File: src/rtl/pas_pkg.sv
package pas_pkg;

  typedef enum logic [1:0] {
    CV_IDLE  = 2'd0,
    CV_START = 2'd1,
    CV_WAIT  = 2'd2
  } conv_state_e;

  // modulo increment used by the tick counter and the channel pointer
  function automatic int unsigned next_index(input int unsigned cur,
                                             input int unsigned count);
    if (cur + 1 >= count) return 0;
    return cur + 1;
  endfunction

  // true when a counter value is the last one before wrap
  function automatic logic is_last(input int unsigned cur,
                                   input int unsigned count);
    return (cur == count - 1);
  endfunction

endpackage

File: src/rtl/pas_tick_gate.sv
module pas_tick_gate
  import pas_pkg::*;
#(
  parameter int unsigned TICKS_PER_CONV = 8
) (
  input  logic clk,
  input  logic rst_n,
  input  logic pacer_tick,
  input  logic ext_enable,
  input  logic pacer_en,
  input  logic sw_trig_mode,
  input  logic sw_start,
  output logic gated_tick,
  output logic conv_req
);

  localparam int unsigned CNT_W = (TICKS_PER_CONV > 1) ? $clog2(TICKS_PER_CONV) : 1;

  logic [CNT_W-1:0] cnt_q;
  logic             burst_q;
  logic             mode_q;
  logic             conv_q;
  logic             clear_cnt;
  logic             window_open;
  logic             at_last;
  logic             open_burst;

  assign clear_cnt   = !pacer_en || (sw_trig_mode != mode_q);
  assign window_open = !sw_trig_mode || burst_q;
  assign gated_tick  = pacer_tick && pacer_en && ext_enable && window_open && !clear_cnt;
  assign at_last     = is_last(int'(cnt_q), TICKS_PER_CONV);
  assign open_burst  = sw_start && sw_trig_mode && !burst_q;
  assign conv_req    = conv_q;

  always_ff @(posedge clk or negedge rst_n) begin
    if (!rst_n) begin
      cnt_q   <= '0;
      burst_q <= 1'b0;
      mode_q  <= 1'b0;
      conv_q  <= 1'b0;
    end else begin
      mode_q <= sw_trig_mode;
      conv_q <= gated_tick && at_last;
      if (clear_cnt) begin
        cnt_q   <= '0;
        burst_q <= 1'b0;
      end else begin
        if (gated_tick) begin
          cnt_q <= CNT_W'(next_index(int'(cnt_q), TICKS_PER_CONV));
          if (at_last) burst_q <= 1'b0;
        end
        if (open_burst) burst_q <= 1'b1;
      end
    end
  end

  // a request follows only a counted tick
  a_r1_req_after_tick: assert property (@(posedge clk) disable iff (!rst_n)
    conv_req |-> $past(gated_tick));

  // with the pacer disabled no request can follow
  a_r4_off_no_req: assert property (@(posedge clk) disable iff (!rst_n)
    (!pacer_en && !conv_req) |=> !conv_req);

  // triggered mode without an open window counts nothing
  a_r2_closed_no_tick: assert property (@(posedge clk) disable iff (!rst_n)
    (sw_trig_mode && !burst_q) |-> !gated_tick);

  // a mode change leaves the counter cleared
  a_r11_mode_clears: assert property (@(posedge clk) disable iff (!rst_n)
    (sw_trig_mode != mode_q) |=> (cnt_q == '0));

endmodule

File: src/rtl/pas_conv_ctl.sv
module pas_conv_ctl
  import pas_pkg::*;
#(
  parameter int unsigned DATA_W = 12
) (
  input  logic              clk,
  input  logic              rst_n,
  input  logic              conv_req,
  input  logic              rd_result,
  input  logic              rd_status,
  input  logic              adc_busy,
  input  logic              adc_done,
  input  logic [DATA_W-1:0] adc_data,
  output logic              adc_start,
  output logic [DATA_W-1:0] result,
  output logic              data_ready_n,
  output logic              irq,
  output logic              overrun,
  output logic              consumed
);

  conv_state_e       st_q;
  logic              capture;
  logic [DATA_W-1:0] result_q;
  logic              drdy_n_q;
  logic              irq_q;
  logic              ovr_q;

  assign adc_start    = (st_q == CV_START);
  assign capture      = (st_q == CV_WAIT) && adc_done;
  assign consumed     = rd_result && !drdy_n_q;
  assign result       = result_q;
  assign data_ready_n = drdy_n_q;
  assign irq          = irq_q;
  assign overrun      = ovr_q;

  always_ff @(posedge clk or negedge rst_n) begin
    if (!rst_n) begin
      st_q     <= CV_IDLE;
      result_q <= '0;
      drdy_n_q <= 1'b1;
      irq_q    <= 1'b0;
      ovr_q    <= 1'b0;
    end else begin
      irq_q <= capture;
      unique case (st_q)
        CV_IDLE:  if (conv_req) st_q <= CV_START;
        CV_START: if (adc_busy) st_q <= CV_WAIT;
        CV_WAIT:  if (adc_done) st_q <= CV_IDLE;
        default:  st_q <= CV_IDLE;
      endcase
      if (capture) begin
        result_q <= adc_data;
        drdy_n_q <= 1'b0;
      end else if (rd_result) begin
        drdy_n_q <= 1'b1;
      end
      if (capture && !drdy_n_q && !rd_result) ovr_q <= 1'b1;
      else if (rd_status)                     ovr_q <= 1'b0;
    end
  end

  // the start request holds until the converter answers busy
  a_r6_start_holds: assert property (@(posedge clk) disable iff (!rst_n)
    (adc_start && !adc_busy) |=> adc_start);

  // the captured value appears on the result port
  a_r6_capture_value: assert property (@(posedge clk) disable iff (!rst_n)
    capture |=> (result == $past(adc_data)));

  // the interrupt pulse coincides with a low ready flag
  a_r7_irq_flag: assert property (@(posedge clk) disable iff (!rst_n)
    irq |-> !data_ready_n);

  // a read without a capture releases the flag
  a_r7_read_release: assert property (@(posedge clk) disable iff (!rst_n)
    (rd_result && !capture) |=> data_ready_n);

  // overrun is sticky until a status read
  a_r8_ovr_sticky: assert property (@(posedge clk) disable iff (!rst_n)
    (overrun && !rd_status) |=> overrun);

endmodule

File: src/rtl/pas_chan_scan.sv
module pas_chan_scan
  import pas_pkg::*;
#(
  parameter int unsigned NUM_CH = 8
) (
  input  logic                          clk,
  input  logic                          rst_n,
  input  logic                          autoscan,
  input  logic [$clog2(NUM_CH)-1:0]     sel,
  input  logic                          step,
  output logic [$clog2(NUM_CH)-1:0]     chan
);

  localparam int unsigned CH_W = $clog2(NUM_CH);

  logic [CH_W-1:0] scan_q;

  always_ff @(posedge clk or negedge rst_n) begin
    if (!rst_n) begin
      scan_q <= '0;
    end else if (!autoscan) begin
      scan_q <= sel;
    end else if (step) begin
      scan_q <= CH_W'(next_index(int'(scan_q), NUM_CH));
    end
  end

  assign chan = autoscan ? scan_q : sel;

  // a consuming read moves the channel on by one, wrapping at the top
  a_r9_step_wrap: assert property (@(posedge clk) disable iff (!rst_n)
    (autoscan && step) |=> (!autoscan ||
      chan == CH_W'(next_index(int'($past(chan)), NUM_CH))));

  // auto-scan starts from the manually selected channel
  a_r10_entry: assert property (@(posedge clk) disable iff (!rst_n)
    $rose(autoscan) |-> (chan == $past(sel)));

endmodule

File: src/rtl/paced_adc_sequencer.sv
module paced_adc_sequencer
  import pas_pkg::*;
#(
  parameter int unsigned TICKS_PER_CONV = 8,
  parameter int unsigned NUM_CH         = 8,
  parameter int unsigned DATA_W         = 12
) (
  input  logic                      clk,
  input  logic                      rst_n,
  input  logic                      pacer_tick,
  input  logic                      sw_start,
  input  logic                      ext_enable,
  input  logic                      cfg_sw_trig,
  input  logic                      cfg_autoscan,
  input  logic                      cfg_pacer_en,
  input  logic [$clog2(NUM_CH)-1:0] cfg_chan_sel,
  input  logic                      rd_result,
  input  logic                      rd_status,
  input  logic                      adc_busy,
  input  logic                      adc_done,
  input  logic [DATA_W-1:0]         adc_data,
  output logic                      adc_start,
  output logic [$clog2(NUM_CH)-1:0] chan,
  output logic [DATA_W-1:0]         result,
  output logic                      data_ready_n,
  output logic                      irq,
  output logic                      overrun
);

  logic gated_tick;
  logic conv_req;
  logic consumed;

  pas_tick_gate #(.TICKS_PER_CONV(TICKS_PER_CONV)) u_gate (
    .clk          (clk),
    .rst_n        (rst_n),
    .pacer_tick   (pacer_tick),
    .ext_enable   (ext_enable),
    .pacer_en     (cfg_pacer_en),
    .sw_trig_mode (cfg_sw_trig),
    .sw_start     (sw_start),
    .gated_tick   (gated_tick),
    .conv_req     (conv_req)
  );

  pas_conv_ctl #(.DATA_W(DATA_W)) u_conv (
    .clk          (clk),
    .rst_n        (rst_n),
    .conv_req     (conv_req),
    .rd_result    (rd_result),
    .rd_status    (rd_status),
    .adc_busy     (adc_busy),
    .adc_done     (adc_done),
    .adc_data     (adc_data),
    .adc_start    (adc_start),
    .result       (result),
    .data_ready_n (data_ready_n),
    .irq          (irq),
    .overrun      (overrun),
    .consumed     (consumed)
  );

  pas_chan_scan #(.NUM_CH(NUM_CH)) u_scan (
    .clk      (clk),
    .rst_n    (rst_n),
    .autoscan (cfg_autoscan),
    .sel      (cfg_chan_sel),
    .step     (consumed),
    .chan     (chan)
  );

  // with the external pin low no request follows
  a_r5_ext_blocks: assert property (@(posedge clk) disable iff (!rst_n)
    (!ext_enable && pacer_tick) |-> !gated_tick);

endmodule

File: config.mk
export PLATFORM = sky130hd
export DESIGN_NAME = paced_adc_sequencer
export DESIGN_NICKNAME = d
export VERILOG_FILES = /design/src/rtl/pas_pkg.sv /design/src/rtl/pas_tick_gate.sv /design/src/rtl/pas_conv_ctl.sv /design/src/rtl/pas_chan_scan.sv /design/src/rtl/paced_adc_sequencer.sv
export SDC_FILE = /design/constraint.sdc
export NUM_CORES = 1
export LEC_CHECK = 0
export BUFFER_PORTS_ARGS = -buffer_cell sky130_fd_sc_hd__buf_2
export CAP_MARGIN = 0
export CORE_AREA = 4 4 63 65
export DETAILED_ROUTE_END_ITERATION = 7
export DIE_AREA = 0 0 67 69
export GPL_ROUTABILITY_DRIVEN = 0
export GPL_TIMING_DRIVEN = 0
export PLACE_DENSITY = 0.68
export SLEW_MARGIN = 20
export SYNTH_ARGS = -nofsm -noshare
export SYNTH_HDL_FRONTEND = slang
export SYNTH_SLANG_ARGS = --single-unit
export TNS_END_PERCENT = 10
File: constraint.sdc
create_clock -name clk -period 1.4 [get_ports clk]
set_input_delay 0.07 -clock clk [delete_from_list [all_inputs] [get_ports clk]]
set_output_delay 0.07 -clock clk [all_outputs]
set_load 0.005 [all_outputs]
==> results.sh, run 1 <==
export IMPL_status="finished, final reports clean"
export IMPL_tightestPinTransition_ns=0.579
export IMPL_fin_crit_sh_pct=88.5
export IMPL_nNetsFinal=191
export IMPL_critPathKind="reg -> out"
export IMPL_netSwitchingFraction_pct=20.9
export IMPL_clk_pin_slew_worst_paths_ns=0.15
export IMPL_synth_warnings=0
export IMPL_routed_wl_um=2620
export IMPL_leakagePower_uw=0.000911
export IMPL_fillerInstances=294
export IMPL_core_um2=3340
export IMPL_p_per_area_nw_per_um2=849
export IMPL_synth_area_leaders="dfrtp_1, mux2_4, mux2_2, ha_1, a21oi_1"
export IMPL_routed_via_density=4.57
export IMPL_synthXorXnorAreaFrac_pct=1.49
export IMPL_wire_per_inst_um=12.7
export IMPL_drive_above_1_share_pct=42.5
export IMPL_synthAdderAreaFrac_pct=3.19
export IMPL_synth_compound_area_share_pct=7.55
export IMPL_grt_max_degree=27
export IMPL_hpwl_um=1860
export IMPL_critPathRequiredTime_ns=1.33
export IMPL_synth_seq_cells=26
export IMPL_cts_made_buffers=3
export IMPL_setup_ws_ns=0.161
export IMPL_ys_types=28
export IMPL_antenna_left=0
export IMPL_tns_ns=0
export IMPL_yosys_area_top_type="dfrtp_1"
export IMPL_syn_to_final_growth_pct=45.1
export IMPL_p_sw_uw=303
export IMPL_combinationalPowerShare_pct=11.2
export IMPL_synth_simple_area_share_pct=12.6
export IMPL_synth_edff_count=0
export IMPL_synth_cells=92
export IMPL_critPathArrivalTime_ns=1.17
export IMPL_synth_top_family_by_area="multiplexers"
export IMPL_rsz0062_at_grt="no"
export IMPL_fmax_ghz=0.807
export IMPL_fp_dieH_um=69
export IMPL_ios=46
export IMPL_fin_crit_ns=1.24
export IMPL_synth_avg_cell_area_um2=12.8
export IMPL_yosysMostFrequentCell="dfrtp_1"
export IMPL_synthArstFlopShare_pct=100
export IMPL_drcViolationCount=0
export IMPL_cts_resized=0
export IMPL_peakVddDrop_uv=775
export IMPL_antenna_found_initial=0
export IMPL_maxSlewViolCount=0
export IMPL_cp_end_kind="primary output"
export IMPL_r2r_slack_ns=0.17
export IMPL_drt_iter0_markers=24
export IMPL_syn_cell_area_um2=1180
export IMPL_vias=941
export IMPL_syn_nets=122
export IMPL_clock_latency_ns=0.32
export IMPL_finalClockSkew_ns=0.0120
export IMPL_cp_max_fo=4
export IMPL_finalHoldViolations=0
export IMPL_rows=21
export IMPL_initial_core_util_pct=35.2
export IMPL_root_buffer="clkbuf_4"
export IMPL_grt_pass1_wl_um=4490
export IMPL_synth_area_mux_share_pct=17.8
export IMPL_cellInternalPower_uw=1150
export IMPL_numClockSinks=26
export IMPL_synth_commonest_cells="dfrtp_1, mux2_4, a21oi_1, mux2_2, nor2_1"
export IMPL_max_slew_margin_pct=61.4
export IMPL_grt_pass1_vias=1046
export IMPL_multiInputGateArea_um2=500
export IMPL_die_w_um=67
export IMPL_grt_util_all_layers_pct=12.2
export IMPL_antennaDiodeCount=0
export IMPL_p_clk_share_pct=35.5
export IMPL_drt_pre_antenna_iters=4
export IMPL_synth_top_cell_area_share_pct=53.2
export IMPL_cts_tree="done"
export IMPL_ys_seq_area_share_pct=55.4
export IMPL_clockBufferDepth=2
export IMPL_portBuffers=44
export IMPL_hold_path_class="in -> reg"
export IMPL_regArea_um2=652
export IMPL_ys_dominant_reg_cell="dfrtp_1"
export IMPL_die_area_um2=4620
export IMPL_cts_max_level=1
export IMPL_setup_viol=0
export IMPL_post_place_ws_ns=0.183
export IMPL_gr_total_overflow=0
export IMPL_power_frac_seq_pct=53.3
export IMPL_cap_violations=0
export IMPL_final_core_util_pct=51.1
export IMPL_startpoint_type="flop"
## what timing repair did
item | CTS | global route
hold buffers | 19 | 1
setup endpoints to repair | 0 | 0
buffers inserted | 0 | 0
endpoints found under the hold margin | 43 | 1
## power groups by stage
stage	logic [uW]	clock network, uW	registers (uW)
6_report	162	514	773
3_3_place_gp	114	0	785
2_1_floorplan	48.3	0	784
5_1_grt	183	561	775
4_1_cts	162	532	772
3_5_place_dp	121	0	786
## cell usage in the layout, fill, tap and decap left out
cell type	n
buf_2	45
dfrtp_1	25
dlygate4sd3_1	20
mux2_4	8
mux2_2	7
a21oi_1	7
nor2_1	7
o21ai_0	6
nand3_1	3
nand2_1	3
ha_1	3
clkbuf_4	3
and2b_1	2
inv_1	2
xnor2_1	2
nand2b_1	2
nand3b_4	1
buf_6	1
nand3_2	1
nor2b_1	1
nor3_1	1
nand3b_1	1
a31oi_1	1
o32ai_1	1
and3_1	1
or3_1	1
mux2i_1	1
a311oi_1	1
nand4_1	1
bufinv_16	1
dfstp_2	1
## worst max-delay path: stages, from the launching register on
cell and delay [ns]:
dfrtp_1 0.45, mux2_2 0.27, buf_2 0.12
## flip-flops by register name, indices dropped and copies added, names as in the netlist
register	flops
u_conv.data_ready_n	1
u_gate.conv_req	1
u_scan.scan_q	3
u_conv.irq	1
u_gate.cnt_q	3
u_conv.result	12
u_conv.st_q	2
u_gate.mode_q	1
u_conv.overrun	1
u_gate.burst_q	1
## final timing paths
check | cells past startpoint | from | to
worst max register to register | 3 | u_conv.st_q[0] | u_conv.result[6]
worst min-delay path | 3 | cfg_pacer_en | u_gate.conv_req
max in group asynchronous | 2 | rst_n | u_conv.result[6]
min in group asynchronous | 2 | rst_n | u_conv.result[11]
worst min register to register | 2 | u_gate.conv_req | u_conv.st_q[0]
worst max-delay path | 2 | u_scan.scan_q[0] | chan[0]
## through the flow
stage,hold slack [ns],cells,total power [uW],instance area [um^2]
2_1_floorplan,-0.226,92,832,1180
5_1_grt,0.00416,206,1520,1710
4_1_cts,0.00188,205,1470,1700
3_3_place_gp,0.0962,182,900,1450
3_5_place_dp,0.109,182,907,1450
6_report,0.0193,206,1450,1710
## layout make-up
type                            instances  area share, %
Sequential cell                        26           38.2
Multi-Input combinational cell         62           29.3
Timing Repair Buffer                   64           24.6
Tap cell                               46           3.37
Clock inverter                          1           1.76
Clock buffer                            3           1.32
Buffer                                  2          0.953
Inverter                                2          0.440
## routing by layer
layer | GRT usage, % | part of all wire, % | vias up
li1 | - | - | 460
met1 | 14.2 | 44 | 445
met2 | 21.8 | 50 | 34
met3 | 3.41 | 6.4 | 2
met4 | 2.03 | 0.19 | 0
met5 | 0 | 0 | -
## kinds of logic (layout without fill, tap and decap cells)
kind of cell / after synthesis / in the layout
flip-flops: 26 / 26
XOR/XNOR: 2 / 2
multiplexers: 16 / 16
buffers and inverters: 4 / 72
AND/OR/NAND/NOR: 25 / 25
AO/OA/AOI/OAI: 16 / 16
adder cells (fa/ha/maj): 3 / 3
Note: power is estimated with default switching activity, not from simulation.
==> inputs of run 2 (changes only) <==
--- a/config.mk
+++ b/config.mk
@@ -11,7 +11,6 @@
 export DETAILED_ROUTE_END_ITERATION = 7
 export DIE_AREA = 0 0 67 69
 export GPL_ROUTABILITY_DRIVEN = 0
-export GPL_TIMING_DRIVEN = 0
 export PLACE_DENSITY = 0.68
 export SLEW_MARGIN = 20
 export SYNTH_ARGS = -nofsm -noshare
==> run 2 against run 1 <==
  * Sequential cell count unchanged
  * Critical path depth unchanged
  * Non-clock buffer count down 3
  * Via count down 1.1%
  * Core utilization down 0.94 points
  * Die area unchanged
==> results.sh, run 2 (synthesis gave the netlist of run 1 again) <==
export IMPL_netSwitchingFraction_pct=20.8
export IMPL_fin_crit_sh_pct=87.9
export IMPL_grt_max_degree=27
export IMPL_critPathArrivalTime_ns=1.16
export IMPL_clk_pin_slew_worst_paths_ns=0.14
export IMPL_rsz0062_at_grt="no"
export IMPL_hold_path_class="in -> reg"
export IMPL_root_buffer="clkbuf_4"
export IMPL_rows=21
export IMPL_hpwl_um=1990
export IMPL_finalClockSkew_ns=0.00124
export IMPL_cellInternalPower_uw=1140
export IMPL_hold_start="adc_busy"
export IMPL_vias=931
export IMPL_antenna_found_initial=0
export IMPL_cap_violations=0
export IMPL_die_area_um2=4620
export IMPL_cp_max_fo=4
export IMPL_drt_pre_antenna_iters=2
export IMPL_fmax_ghz=0.812
export IMPL_tightestPinTransition_ns=0.562
export IMPL_largest_register_ffs=12
export IMPL_maxSlewViolCount=0
export IMPL_drive_above_1_share_pct=42.7
export IMPL_startpoint="u_scan.scan_q[0]"
export IMPL_layout_common_cells="buf_2, dfrtp_1, dlygate4sd3_1"
export IMPL_wire_per_inst_um=12.9
export IMPL_max_slew_margin_pct=62.5
export IMPL_postLayoutCellArea_um2=1680
export IMPL_leakagePower_uw=0.000896
export IMPL_antennaDiodeCount=0
export IMPL_p_sw_uw=300
export IMPL_portBuffers=45
export IMPL_fin_crit_ns=1.23
export IMPL_drcViolationCount=0
export IMPL_cts_tree="done"
export IMPL_gr_total_overflow=0
export IMPL_timing_rr_start="u_conv.st_q[0]"
export IMPL_die_w_um=67
export IMPL_core_um2=3340
export IMPL_cts_max_level=1
export IMPL_routed_wl_um=2630
export IMPL_post_place_ws_ns=0.176
export IMPL_setup_ws_ns=0.169
export IMPL_fp_dieH_um=69
export IMPL_p_per_area_nw_per_um2=861
export IMPL_peakVddDrop_uv=425
export IMPL_grt_pass1_wl_um=4360
export IMPL_grt_pass1_vias=992
export IMPL_numClockSinks=26
export IMPL_combinationalPowerShare_pct=10.9
export IMPL_ios=46
export IMPL_status="finished, final reports clean"
export IMPL_finalHoldViolations=0
export IMPL_cp_end_kind="primary output"
export IMPL_placed_cell_area_um2=1440
export IMPL_initial_core_util_pct=35.2
export IMPL_clock_latency_ns=0.31
export IMPL_nNetsFinal=188
export IMPL_power_frac_seq_pct=53.5
export IMPL_p_clk_share_pct=35.6
export IMPL_antenna_left=0
export IMPL_syn_to_final_growth_pct=42.4
export IMPL_routed_via_density=4.59
export IMPL_clockBufferDepth=2
export IMPL_layout_commonest_cell="buf_2"
export IMPL_critPathKind="reg -> out"
export IMPL_startpoint_type="flop"
export IMPL_critPathRequiredTime_ns=1.33
export IMPL_setup_viol=0
export IMPL_tns_ns=0
export IMPL_drt_iter0_markers=25
export IMPL_cts_made_buffers=3
export IMPL_grt_util_all_layers_pct=11.7
[run 2: changes by cell type in the layout (fill, tap and decap cells not counted), sizes merged]
| cell | previous run | this run |
|---|---|---|
| dlygate4sd3 | 20 | 18 |
| buf | 46 | 45 |
[run 2: cell type report]
cell class	instances	area, um^2
Clock buffer	3	22.5
Clock inverter	1	30.0
Fill cell	314	1660
Inverter	2	7.51
Multi-Input combinational cell	62	500
Sequential cell	26	652
Tap cell	46	57.6
Timing Repair Buffer	63	405
[run 2: worst paths after layout]
check / endpoint / slack (ns) / cells after the start
max reg2reg: u_conv.result[9] / 0.17 / 2
min reg2reg: u_conv.result[2] / 0.52 / 1
min in group asynchronous: u_conv.result[5] / 0.26 / 2
max: chan[0] / 0.17 / 2
min: u_conv.st_q[0] / 0.01 / 4
max in group asynchronous: u_conv.data_ready_n / 0.77 / 2
[run 2: power groups by stage]
stage,Sequential (uW),Clock (uW),Combinational (uW)
6_report,772,513,157
5_1_grt,774,568,178
4_1_cts,772,526,158
3_5_place_dp,786,0,119
3_3_place_gp,785,0,116
2_1_floorplan,784,0,48.3
[run 2: critical path, stage by stage, from the launching register on]
cell     delay (ns)
dfrtp_1        0.45
mux2_2         0.27
buf_2          0.13
[run 2: stage by stage]
step                      hold WS, ns  instances  total power [uW]  utilization (%)
after floorplan                -0.226         92               832                -
after global placement         0.0911        181               901             43.2
after detailed placement       0.0995        181               905             43.2
after CTS                     0.00686        203              1460             50.2
after global routing           0.0168        203              1520             50.2
final                          0.0123        203              1440             50.2
[run 2: what timing repair did]
item / 4_1_cts / 5_1_grt
endpoints found under the hold margin: 42 / 0
buffers inserted: 0 / 0
resized for setup: 0 / 0
hold buffers: 18 / 0
[run 2: metal layers]
layer  up-vias  wire length, um  GRT usage [%]
met5         -                0              0
li1        457                -              -
met4         0                0           1.35
met1       444             1190           15.4
met2        30             1250           20.0
met3         0              176           2.27
==> inputs of run 3 (changes only) <==
--- a/config.mk
+++ b/config.mk
@@ -7,9 +7,9 @@
 export LEC_CHECK = 0
 export BUFFER_PORTS_ARGS = -buffer_cell sky130_fd_sc_hd__buf_2
 export CAP_MARGIN = 0
-export CORE_AREA = 4 4 63 65
+export CORE_AREA = 2 2 61 63
 export DETAILED_ROUTE_END_ITERATION = 7
-export DIE_AREA = 0 0 67 69
+export DIE_AREA = 0 0 63 65
 export GPL_ROUTABILITY_DRIVEN = 0
 export PLACE_DENSITY = 0.68
 export SLEW_MARGIN = 20
==> run 3 against run 2 <==
  * Largest power group unchanged
  * Sequential power about the same
  * Critical path depth unchanged
  * Sequential cell count unchanged
==> results.sh, run 3 (synthesis gave the netlist of run 1 again) <==
export IMPL_critPathArrivalTime_ns=1.18
export IMPL_hold_path_class="in -> reg"
export IMPL_hpwl_um=1820
export IMPL_finalClockSkew_ns=0.00141
export IMPL_antenna_left=0
export IMPL_regArea_um2=652
export IMPL_final_core_util_pct=48.1
export IMPL_fp_dieH_um=65
export IMPL_cts_max_level=1
export IMPL_grt_util_all_layers_pct=13.4
export IMPL_p_per_area_nw_per_um2=781
export IMPL_cts_tree="done"
export IMPL_die_area_um2=4100
export IMPL_nNetsFinal=190
export IMPL_layout_cells_non_filler=207
export IMPL_portBuffers=45
export IMPL_cts_resized=0
export IMPL_routed_wl_um=2550
export IMPL_placed_cell_area_um2=1450
export IMPL_rows=22
export IMPL_post_cts_buffers=0
export IMPL_peakVddDrop_uv=396
export IMPL_gr_total_overflow=0
export IMPL_multiInputGateArea_um2=500
export IMPL_drcViolationCount=0
export IMPL_routed_via_density=4.56
export IMPL_critPathKind="reg -> out"
export IMPL_fin_crit_sh_pct=89.2
export IMPL_die_w_um=63
export IMPL_postLayoutCellArea_um2=1680
export IMPL_drive_above_1_share_pct=42.1
export IMPL_drt_iter0_markers=14
export IMPL_cts_made_buffers=3
export IMPL_max_slew_margin_pct=62.4
export IMPL_tightestPinTransition_ns=0.563
export IMPL_startpoint_type="flop"
export IMPL_largest_register_ffs=12
export IMPL_fmax_ghz=0.801
export IMPL_drt_pre_antenna_iters=4
export IMPL_grt_pass1_vias=966
export IMPL_cp_end_kind="primary output"
export IMPL_post_place_cells=183
export IMPL_critPathRequiredTime_ns=1.33
export IMPL_tns_ns=0
export IMPL_antennaDiodeCount=0
export IMPL_rsz0062_at_grt="no"
export IMPL_layout_commonest_cell="buf_2"
export IMPL_status="finished, final reports clean"
export IMPL_numClockSinks=26
export IMPL_hold_ws_ns=0.0256
export IMPL_wire_per_inst_um=12.3
export IMPL_grt_max_degree=27
export IMPL_initial_core_util_pct=33.6
export IMPL_leakagePower_uw=0.000898
export IMPL_clockBufferDepth=2
export IMPL_finalHoldViolations=0
export IMPL_core_um2=3500
export IMPL_layout_common_cells="buf_2, dfrtp_1, dlygate4sd3_1"
export IMPL_fin_crit_ns=1.25
export IMPL_clk_pin_slew_worst_paths_ns=0.13
export IMPL_syn_to_final_growth_pct=43.0
export IMPL_clock_latency_ns=0.32
export IMPL_setup_viol=0
export IMPL_root_buffer="clkbuf_4"
export IMPL_maxSlewViolCount=0
export IMPL_antenna_found_initial=0
export IMPL_fillerInstances=325
export IMPL_cap_violations=0
export IMPL_vias=943
export IMPL_grt_pass1_wl_um=4250
export IMPL_ios=46
export IMPL_cp_max_fo=4
## run 3: cell types whose count changed in the layout (fill, tap and decap cells not counted), sizes merged
cell,before,now
dlygate4sd3,18,20
bufinv,1,0
clkbuf,3,4
## run 3: layout make-up
class,count,share of cell area (%)
well taps,48,3.57
flip-flops and latches,26,38.8
multi-input cells,62,29.8
repair buffers,65,25.3
inverters,2,0.446
clock buffers,4,2.16
## run 3: per-layer routing
layer  GRT usage (%)  vias to the layer above  part of all wire, %
met1            15.6                      446                   43
met2            24.3                       36                   50
li1                -                      456                    -
met3            2.26                        5                  5.3
met4            5.83                        0                  1.6
met5               0                        -                    0
## run 3: per-stage QoR
stage / power (uW) / setup slack (ns)
2_1_floorplan: 832 / 0.261
3_3_place_gp: 900 / 0.215
3_5_place_dp: 910 / 0.177
4_1_cts: 1340 / 0.141
5_1_grt: 1390 / 0.0905
6_report: 1310 / 0.152
## run 3: timing repair
action / CTS / global route
hold endpoints to repair: 45 / 0
setup endpoints to repair: 0 / 0
hold buffers: 20 / 0
## run 3: where the power goes
group / leakage (uW) / switching (uW) / internal (uW)
Combinational: 0.000528 / 70.1 / 94.6
Clock: 0.0000210 / 218 / 159
Sequential: 0.000349 / 9.87 / 762
## run 3: worst paths after layout
check                            startpoint                  end  slack [ns]  depth (start not counted)
max reg2reg                  u_conv.st_q[0]    u_conv.result[10]        0.19                          2
max                        u_scan.scan_q[0]              chan[0]        0.15                          2
min                         cfg_chan_sel[2]     u_scan.scan_q[2]        0.03                          3
min reg2reg                 u_gate.conv_req       u_conv.st_q[0]        0.52                          2
max in group asynchronous             rst_n  u_conv.data_ready_n        0.78                          2
min in group asynchronous             rst_n     u_scan.scan_q[1]        0.25                          2
## run 3: critical path, cell delays in order, from the launching register on
cell     delay, ns
dfrtp_1       0.44
mux2_2        0.28
buf_2         0.13
